### src/rtl/suspstat_pkg.sv
package suspstat_pkg;

  typedef enum logic [1:0] {
    KIND_PROG  = 2'd0,
    KIND_ERASE = 2'd1,
    KIND_WRSR  = 2'd2,
    KIND_RSVD  = 2'd3
  } opKind_e;

  typedef enum logic [2:0] {
    ST_IDLE       = 3'd0,
    ST_RUN        = 3'd1,
    ST_SUSPENDING = 3'd2,
    ST_SUSPENDED  = 3'd3,
    ST_RESUMING   = 3'd4
  } ctrlState_e;

  typedef struct packed {
    logic setEraseSusp;
    logic setProgSusp;
    logic clrSusp;
    logic setFail;
    logic clrFail;
    logic clrAll;
  } ctrlStrobes_t;

  localparam int STATUS_W = 8;
  localparam int BIT_WIP  = 7;
  localparam int BIT_FAIL = 5;
  localparam int BIT_PSUS = 3;
  localparam int BIT_ESUS = 2;
  localparam int BIT_WEL  = 1;

endpackage

### src/rtl/suspstat_ctrl.sv
module suspstat_ctrl
  import suspstat_pkg::*;
#(
  parameter int SUSP_CYCLES = 4,
  parameter int RES_CYCLES  = 3
) (
  input  logic         clk,
  input  logic         rstN,
  input  logic         swReset,
  input  logic         opStart,
  input  logic [1:0]   opKind,
  input  logic         opDone,
  input  logic         opFail,
  input  logic         suspendReq,
  input  logic         resumeReq,
  input  logic         welIn,
  output ctrlStrobes_t stb,
  output logic         wip
);

  localparam int MAX_CYC = (SUSP_CYCLES > RES_CYCLES) ? SUSP_CYCLES : RES_CYCLES;
  localparam int CNT_W   = (MAX_CYC > 1) ? $clog2(MAX_CYC + 1) : 1;
  localparam logic [CNT_W-1:0] SUSP_LOAD = CNT_W'(SUSP_CYCLES - 1);
  localparam logic [CNT_W-1:0] RES_LOAD  = CNT_W'(RES_CYCLES - 1);

  ctrlState_e       state, nextState;
  opKind_e          kind, nextKind;
  logic [CNT_W-1:0] cnt, nextCnt;
  logic             suspendable;

  assign suspendable = (kind == KIND_PROG) || (kind == KIND_ERASE);

  always_comb begin
    nextState = state;
    nextKind  = kind;
    nextCnt   = cnt;
    stb       = '0;
    if (swReset) begin
      nextState  = ST_IDLE;
      nextCnt    = '0;
      stb.clrAll = 1'b1;
    end else begin
      unique case (state)
        ST_IDLE: begin
          if (opStart) begin
            nextState   = ST_RUN;
            nextKind    = opKind_e'(opKind);
            stb.clrFail = 1'b1;
          end
        end
        ST_RUN: begin
          if (opFail) begin
            nextState   = ST_IDLE;
            stb.setFail = 1'b1;
          end else if (opDone) begin
            nextState = ST_IDLE;
          end else if (suspendReq && welIn && suspendable) begin
            nextState = ST_SUSPENDING;
            nextCnt   = SUSP_LOAD;
          end
        end
        ST_SUSPENDING: begin
          if (cnt == '0) begin
            nextState = ST_SUSPENDED;
            if (kind == KIND_ERASE) stb.setEraseSusp = 1'b1;
            else                    stb.setProgSusp  = 1'b1;
          end else begin
            nextCnt = cnt - 1'b1;
          end
        end
        ST_SUSPENDED: begin
          if (resumeReq && welIn) begin
            nextState = ST_RESUMING;
            nextCnt   = RES_LOAD;
          end
        end
        ST_RESUMING: begin
          if (cnt == '0) begin
            nextState   = ST_RUN;
            stb.clrSusp = 1'b1;
          end else begin
            nextCnt = cnt - 1'b1;
          end
        end
        default: nextState = ST_IDLE;
      endcase
    end
  end

  always_ff @(posedge clk or negedge rstN) begin
    if (!rstN) begin
      state <= ST_IDLE;
      kind  <= KIND_PROG;
      cnt   <= '0;
    end else begin
      state <= nextState;
      kind  <= nextKind;
      cnt   <= nextCnt;
    end
  end

  assign wip = (state == ST_RUN) || (state == ST_SUSPENDING) || (state == ST_RESUMING);

endmodule

### src/rtl/suspstat_dp.sv
module suspstat_dp
  import suspstat_pkg::*;
#(
  parameter int          OPC_W     = 8,
  parameter logic [7:0]  RD_OPCODE = 8'h09
) (
  input  logic             clk,
  input  logic             rstN,
  input  ctrlStrobes_t     stb,
  input  logic             wip,
  input  logic             welIn,
  input  logic             cmdValid,
  input  logic [OPC_W-1:0] cmdOpcode,
  output logic [STATUS_W-1:0] statusByte,
  output logic             sdo,
  output logic             sdoValid
);

  localparam int BCNT_W = $clog2(STATUS_W + 1);

  logic failBit, progSusp, eraseSusp;
  logic [STATUS_W-1:0] shiftReg;
  logic [BCNT_W-1:0]   bitsLeft;
  logic                readHit;

  always_ff @(posedge clk or negedge rstN) begin
    if (!rstN) begin
      failBit   <= 1'b0;
      progSusp  <= 1'b0;
      eraseSusp <= 1'b0;
    end else if (stb.clrAll) begin
      failBit   <= 1'b0;
      progSusp  <= 1'b0;
      eraseSusp <= 1'b0;
    end else begin
      if (stb.setFail)           failBit <= 1'b1;
      else if (stb.clrFail)      failBit <= 1'b0;
      if (stb.setEraseSusp)      eraseSusp <= 1'b1;
      if (stb.setProgSusp)       progSusp  <= 1'b1;
      if (stb.clrSusp) begin
        eraseSusp <= 1'b0;
        progSusp  <= 1'b0;
      end
    end
  end

  // Assemble the byte; unlisted positions stay 0.
  always_comb begin
    statusByte           = '0;
    statusByte[BIT_WIP]  = wip;
    statusByte[BIT_FAIL] = failBit;
    statusByte[BIT_PSUS] = progSusp;
    statusByte[BIT_ESUS] = eraseSusp;
    statusByte[BIT_WEL]  = welIn;
  end

  assign readHit = cmdValid && (cmdOpcode == OPC_W'(RD_OPCODE)) && (bitsLeft == '0);

  always_ff @(posedge clk or negedge rstN) begin
    if (!rstN) begin
      shiftReg <= '0;
      bitsLeft <= '0;
    end else if (readHit) begin
      shiftReg <= statusByte;
      bitsLeft <= BCNT_W'(STATUS_W);
    end else if (bitsLeft != '0) begin
      shiftReg <= {shiftReg[STATUS_W-2:0], 1'b0};
      bitsLeft <= bitsLeft - 1'b1;
    end
  end

  assign sdoValid = (bitsLeft != '0);
  assign sdo      = sdoValid & shiftReg[STATUS_W-1];

endmodule

### src/rtl/suspstat_top.sv
module suspstat_top
  import suspstat_pkg::*;
#(
  parameter int         SUSP_CYCLES = 4,
  parameter int         RES_CYCLES  = 3,
  parameter int         OPC_W       = 8,
  parameter logic [7:0] RD_OPCODE   = 8'h09
) (
  input  logic             clk,
  input  logic             rstN,
  input  logic             swReset,
  input  logic             opStart,
  input  logic [1:0]       opKind,
  input  logic             opDone,
  input  logic             opFail,
  input  logic             suspendReq,
  input  logic             resumeReq,
  input  logic             welIn,
  input  logic             cmdValid,
  input  logic [OPC_W-1:0] cmdOpcode,
  output logic             wip,
  output logic [7:0]       suspStatus,
  output logic             sdo,
  output logic             sdoValid
);

  ctrlStrobes_t stb;

  suspstat_ctrl #(
    .SUSP_CYCLES(SUSP_CYCLES),
    .RES_CYCLES (RES_CYCLES)
  ) u_ctrl (
    .clk       (clk),
    .rstN      (rstN),
    .swReset   (swReset),
    .opStart   (opStart),
    .opKind    (opKind),
    .opDone    (opDone),
    .opFail    (opFail),
    .suspendReq(suspendReq),
    .resumeReq (resumeReq),
    .welIn     (welIn),
    .stb       (stb),
    .wip       (wip)
  );

  suspstat_dp #(
    .OPC_W    (OPC_W),
    .RD_OPCODE(RD_OPCODE)
  ) u_dp (
    .clk       (clk),
    .rstN      (rstN),
    .stb       (stb),
    .wip       (wip),
    .welIn     (welIn),
    .cmdValid  (cmdValid),
    .cmdOpcode (cmdOpcode),
    .statusByte(suspStatus),
    .sdo       (sdo),
    .sdoValid  (sdoValid)
  );

endmodule

### config.mk
export PLATFORM = sky130hd
export DESIGN_NAME = suspstat_top
export DESIGN_NICKNAME = d
export VERILOG_FILES = /design/src/rtl/suspstat_pkg.sv /design/src/rtl/suspstat_ctrl.sv /design/src/rtl/suspstat_dp.sv /design/src/rtl/suspstat_top.sv
export SDC_FILE = /design/constraint.sdc
export NUM_CORES = 1
export LEC_CHECK = 0
export BUFFER_PORTS_ARGS = -buffer_cell sky130_fd_sc_hd__buf_2
export CORE_MARGIN = 2
export CORE_UTILIZATION = 54
export DETAILED_ROUTE_END_ITERATION = 7
export PLACE_DENSITY = 0.78
export SLEW_MARGIN = 0
export SYNTH_ARGS = -nofsm -noshare
export SYNTH_HDL_FRONTEND = slang
export SYNTH_HIERARCHICAL = 1
export SYNTH_SLANG_ARGS = --single-unit
### constraint.sdc
create_clock -name clk -period 2.1 [get_ports clk]
set_input_delay 0.21 -clock clk [delete_from_list [all_inputs] [get_ports clk]]
set_output_delay 0.21 -clock clk [all_outputs]
set_load 0.02 [all_outputs]
# Word level (Yosys, flattened, before mapping)
# Index checks and enable logic that the tools add are counted.
dict set report word_totals {
  reg_bits 23
  elab_cells 90
  input_bits 20
  out_inout_bits 11
}
dict set report op_classes {
  n_reduce_logical 22
  muxes 41
  addsub 2
  bitwise_logic 2
  eq_ne 15
}
# cell n
set ops {}
lappend ops {{$mux 3} 14}
lappend ops {{$mux 1} 18}
lappend ops {{$mux 8} 2}
lappend ops {{$pmux 3 s5} 1}
lappend ops {{$ne 3x2->1 const B} 4}
lappend ops {{$ne 3x3->1 const B} 4}
lappend ops {{$pmux 3 s3} 1}
lappend ops {{$reduce_bool 3->1} 3}
lappend ops {{$eq 8x4->1 const B} 1}
lappend ops {{$mux 4} 2}
lappend ops {{$reduce_bool 4->1} 2}
lappend ops {{$eq 3x2->1 const B} 2}
lappend ops {{$logic_not 3->1} 2}
lappend ops {{$reduce_and 6->1} 1}
lappend ops {{$logic_and 1x1->1} 5}
lappend ops {{$mux 5} 1}
lappend ops {{$ne 5x4->1 const B} 1}
lappend ops {{$reduce_and 5->1} 1}
lappend ops {{$logic_not 4->1} 1}
lappend ops {{$mux 2} 2}
lappend ops {{$sub 4x1->4 const B} 1}
lappend ops {{$eq 3x1->1 const B} 1}
lappend ops {{$eq 3x3->1 const B} 1}
lappend ops {{$logic_or 1x1->1} 3}
lappend ops {{8 further kinds} 8}

# Logic depth before layout (Yosys ltp)
dict set report logic_depth {
  word_depth 8
  depth_mapped 7
}

# Cells and area by module
# The synthesis kept the hierarchy.
# mod cells_per_inst area_each_um2 seq_area_each_um2 n_inst
set by_module_without_submodules {}
lappend by_module_without_submodules {suspstat_dp 87 830.8 350.3 1}
lappend by_module_without_submodules {suspstat_ctrl 69 650.6 200.2 1}

# Worst setup path after synthesis
# OpenSTA, ideal clock, no wires.
dict set report synth_timing {
  path_type {reg-to-output}
  startpoint {register u_ctrl.state[0]}
  endpoint {output port suspStatus[7]}
  path_buffers 2
  t_required_ns 1.890
  path_slack_ns 0.343
  stages_incl_launch_ff 5
  arrival_time_ns 1.547
  cell_sequence {dfrtp_1 > buf_2 > xnor2_1 > o21ai_0 > buf_4}
}
dict set report synth_between {
  elab_chain_len 3
  elab_cells_between_ends 5
}
# item line
set synth_rtl {}
lappend synth_rtl {{from (decl)} suspstat_ctrl.sv:26} ;# ctrlState_e state, nextState;
lappend synth_rtl {{from (signal assigned)} suspstat_ctrl.sv:96} ;# state <= nextState;
lappend synth_rtl {{$eq 3x1->1 or $eq 3x2->1 (tied branches)} suspstat_ctrl.sv:102} ;# assign wip = (state == ST_RUN) || (state == ST_SUSPENDING) || (state == ST_RESUMING);
lappend synth_rtl {{$logic_or 1x1->1} suspstat_ctrl.sv:102}
lappend synth_rtl {{$logic_or 1x1->1 (*)} suspstat_ctrl.sv:102}
lappend synth_rtl {{to (decl)} suspstat_top.sv:22} ;# output logic [7:0] suspStatus,
# Every way passes the cells marked *; elsewhere a longest branch is shown, timed or not.

# Worst setup path in the final report
dict set report layout_timing {
  startpoint {register u_dp.bitsLeft[0]}
  endpoint {output port sdo}
}
dict set report layout_between {
  elab_chain_len 2
}
# item line
set layout_rtl {}
lappend layout_rtl {{from (decl)} suspstat_dp.sv:23} ;# logic [BCNT_W-1:0] bitsLeft;
lappend layout_rtl {{from (signal assigned)} suspstat_dp.sv:65} ;# bitsLeft <= BCNT_W'(STATUS_W);
lappend layout_rtl {{from (signal assigned)} suspstat_dp.sv:68} ;# bitsLeft <= bitsLeft - 1'b1;
lappend layout_rtl {{$reduce_bool 4->1} suspstat_dp.sv:72} ;# assign sdoValid = (bitsLeft != '0);
lappend layout_rtl {{$and 1x1->1} suspstat_dp.sv:73} ;# assign sdo = sdoValid & shiftReg[STATUS_W-1];
lappend layout_rtl {{to (decl)} suspstat_top.sv:23} ;# output logic sdo,
# No other way between the ends.

==> flow_summary.toml <==
[final_layout]
nets = 200
final.fill_count = 216
antenna_cells = 0
seq_area_um2 = 550.5
drive_above_1_share_pct = 26.29
multi_input_area_um2 = 783.3
finish.instance_area_um2 = 1595
area_growth_pct = 7.686

[placed_design]
placed_cell_area_um2 = 1563
dpl.hpwl_um = 2423
gp_congestion = 0.9482
io_buffer_count = 27

[sta]
final-max-slew-violation-count = 0
finalCriticalPeriod_ns = 1.961
tns_ns = 0
max_freq_mhz = 509.9
rsz0062_at_grt = "false"
relSlewSlack_pct = 66.47
setup_viol = 0
clock_skew_ns = 0.005750
final_hold_viol_count = 0
tightest_slew_ns = 0.5030
fin_crit_sh_pct = 93.40

[clocking]
numClockSinks = 22
numCtsBuffers = 3
root_buffer = "clkbuf_4"
clk_pin_slew_ns = 0.12
clk_path_buf_depth = 2
clk_latency_ns = 0.30
tritoncts = "done"
htree_levels = 1
postCtsSetupBuffers = 0
post_cts_resized = 0

[critical_path]
worst_ep_arrival_time_ns = 1.75
cp-startpoint = "u_dp/bitsLeft[0]$_DFFE_PN0P_"
worstSetupPathType = "reg2out"
cp_max_fo = 6
reg2reg_from = "u_ctrl/state[2]$_DFFE_PN0P_"
reg2reg_slack_ns = 0.21
end_kind = "primary output"
worstPathRequired_ns = 1.89
timing.rr.end = "u_ctrl/cnt[1]$_DFFE_PN0P_"
worstSetupStartpointType = "register"
r2r_cells = 4

[synthesis]
synth_top_area_cell = "dfrtp_1"
ys_seq_area_share_pct = 37.16
ys_warn_count = 6
synth_area_um2 = 1481
yosysUniqueCellTypes = 52
synthFlopType = "dfrtp_1"
synth_cells = 156
synth_area_per_cell_um2 = 9.496
synthArstFlopShare_pct = 100.0
synth-edff-count = 0
ys_top_cells_by_area = "dfrtp_1 37%, buf_4 4.6%, nor2_1 3.0%, inv_1 2.8%, a31oi_1 2.5%"
synth.top_cell.area_share_pct = 37.16
ys_seq_elements = 22

[pwr]
p_per_area_nw_per_um2 = 905.4
p_leak_nw = 0.7174
peakVddDrop_mv = 0.5332

[grt]
grt_pass1_wl_um = 5271
antenna_found_initial = 0
grt_max_degree = 23
grt_overflow = 0
grt_pass1_vias = 1254
gr-usage-all-layers_pct = 20.36

[detailed_routing]
viasPerCell = 6.044
dr.pass1.iters = 4
wl_per_cell_um = 15.06
wl_um = 3088
drtIter0Drc = 41
antenna_left = 0
vias = 1239
drc_errors = 0

[die]
dieArea_um2 = 3178
fp.coreArea_um2 = 2545
die_w_um = 56.38
dieHeight_um = 56.38
num_rows = 18
initial_utilization_pct = 58.21
pin_count = 31

[run_status]
status = "finished, final reports clean"

[worst_hold_path]
hp-class = "in2reg"
min_to = "u_ctrl/kind[0]$_DFFE_PN0P_"
hold_start = "opKind[0]"
min_delay_path_depth = 2

[job]
drv_cap = 0
## registers in the layout, summed over array words and instances, names as in the netlist
signal          flops
u_dp/progSusp       1
u_dp/failBit        1
u_ctrl/kind         2
u_dp/bitsLeft       4
u_dp/shiftReg       7
u_ctrl/cnt          3
u_ctrl/state        3
u_dp/eraseSusp      1
## critical path, stage by stage (launching register included)
cell     delay [ns]
dfrtp_1        0.43
inv_1          0.09
ha_1           0.23
nor3b_2        0.22
inv_1          0.15
and2_1         0.19
buf_2          0.15
## stage by stage
| stage | hold slack [ns] | power (mW) | instances | utilization, % | setup slack (ns) |
|---|---|---|---|---|---|
| after floorplan | -0.08559 | 1.100 | 158 | - | 0.3427 |
| after global placement | 0.2005 | 1.221 | 201 | 61.41 | 0.3558 |
| after detailed placement | 0.2086 | 1.264 | 201 | 61.41 | 0.2772 |
| after CTS | 0.1288 | 1.452 | 205 | 62.68 | 0.1325 |
| after global routing | 0.1374 | 1.555 | 205 | 62.68 | 0.03002 |
| final | 0.1315 | 1.444 | 205 | 62.68 | 0.1387 |
## cells in the final DEF (no fill, tap or decap), types with 2 or more instances in the layout
master	n
buf_2	27
dfrtp_1	22
nor2_1	12
inv_1	11
nand2_1	9
nor3_1	7
a31oi_1	6
o21ai_1	5
o31ai_1	5
nand4_1	5
a21oi_1	4
clkbuf_4	3
nor2b_1	3
nand3_1	3
o21ai_0	3
ha_1	3
conb_1	3
nand2b_1	2
nand3b_1	2
nor3_2	2
nor3b_1	2
or2_2	2
a311oi_1	2
nor4b_1	2
buf_4	2
nor3b_2	2
## synthesized netlist by cell type (2+ instances only)
| cell type | count |
|---|---|
| nor3b_2 | 2 |
| nor3_2 | 2 |
| buf_4 | 9 |
| a31oi_1 | 6 |
| inv_1 | 11 |
| o21ai_1 | 5 |
| nor2_1 | 12 |
| o31ai_1 | 5 |
| nor4b_1 | 2 |
| dfrtp_1 | 22 |
| nand2b_1 | 2 |
| nor3_1 | 7 |
| nand2_1 | 9 |
| o21ai_0 | 3 |
| or2_2 | 2 |
| nand3b_1 | 2 |
| buf_6 | 2 |
| nor2b_1 | 3 |
| nor3b_1 | 2 |
| a311oi_1 | 2 |
| nand4_1 | 5 |
| buf_2 | 4 |
| a21oi_1 | 4 |
| ha_1 | 3 |
| nand3_1 | 3 |
## worst max path at each step
stage	cells after the start	end	slack, ns
6_report	6	sdo	0.14
5_1_grt	6	sdo	0.03
4_1_cts	6	sdo	0.13
3_3_place_gp	4	u_ctrl/cnt[1]$_DFFE_PN0P_	0.36
2_1_floorplan	4	suspStatus[7]	0.34
3_5_place_dp	4	u_ctrl/cnt[1]$_DFFE_PN0P_	0.28
## layer usage
layer	part of all wire, %	track usage [%]	vias up
met3	4.9	2.535	6
met1	40	24.38	601
li1	-	-	593
met2	53	36.81	39
met4	1.2	7.823	0
met5	0	0	-
## power breakdown
group | internal, mW | switching, mW | leakage (nW) | total, mW
Sequential | 0.544 | 0.101 | 0.284 | 0.645
Clock | 0.0668 | 0.123 | 0.0138 | 0.190
Combinational | 0.265 | 0.345 | 0.419 | 0.610
Total | 0.876 | 0.569 | 0.717 | 1.44
## final cells by class
cell class	instances	share of cell area (%)
inverter	11	2.588
clock buffer	3	1.412
tap	30	2.353
timing repair buffer	30	10.04
multi-input combinational	109	49.10
sequential	22	34.51
## logic make-up (layout without fill, tap and decap cells)
logic type	after synthesis	after routing	share of synthesized area [%]
flip-flops	22	22	37.16
buffers and inverters	27	44	10.47
AO/OA/AOI/OAI	36	36	18.33
other	1	3	0.2531
multiplexers	4	4	3.209
XOR/XNOR	2	2	1.183
adder cells (fa/ha/maj)	3	3	2.534
AND/OR/NAND/NOR	61	61	26.86
## repair_timing
item,CTS,global route
setup endpoints to repair,0,0
hold endpoints to repair,22,0
hold buffers,1,0
Note: power is estimated with default switching activity, not from simulation.
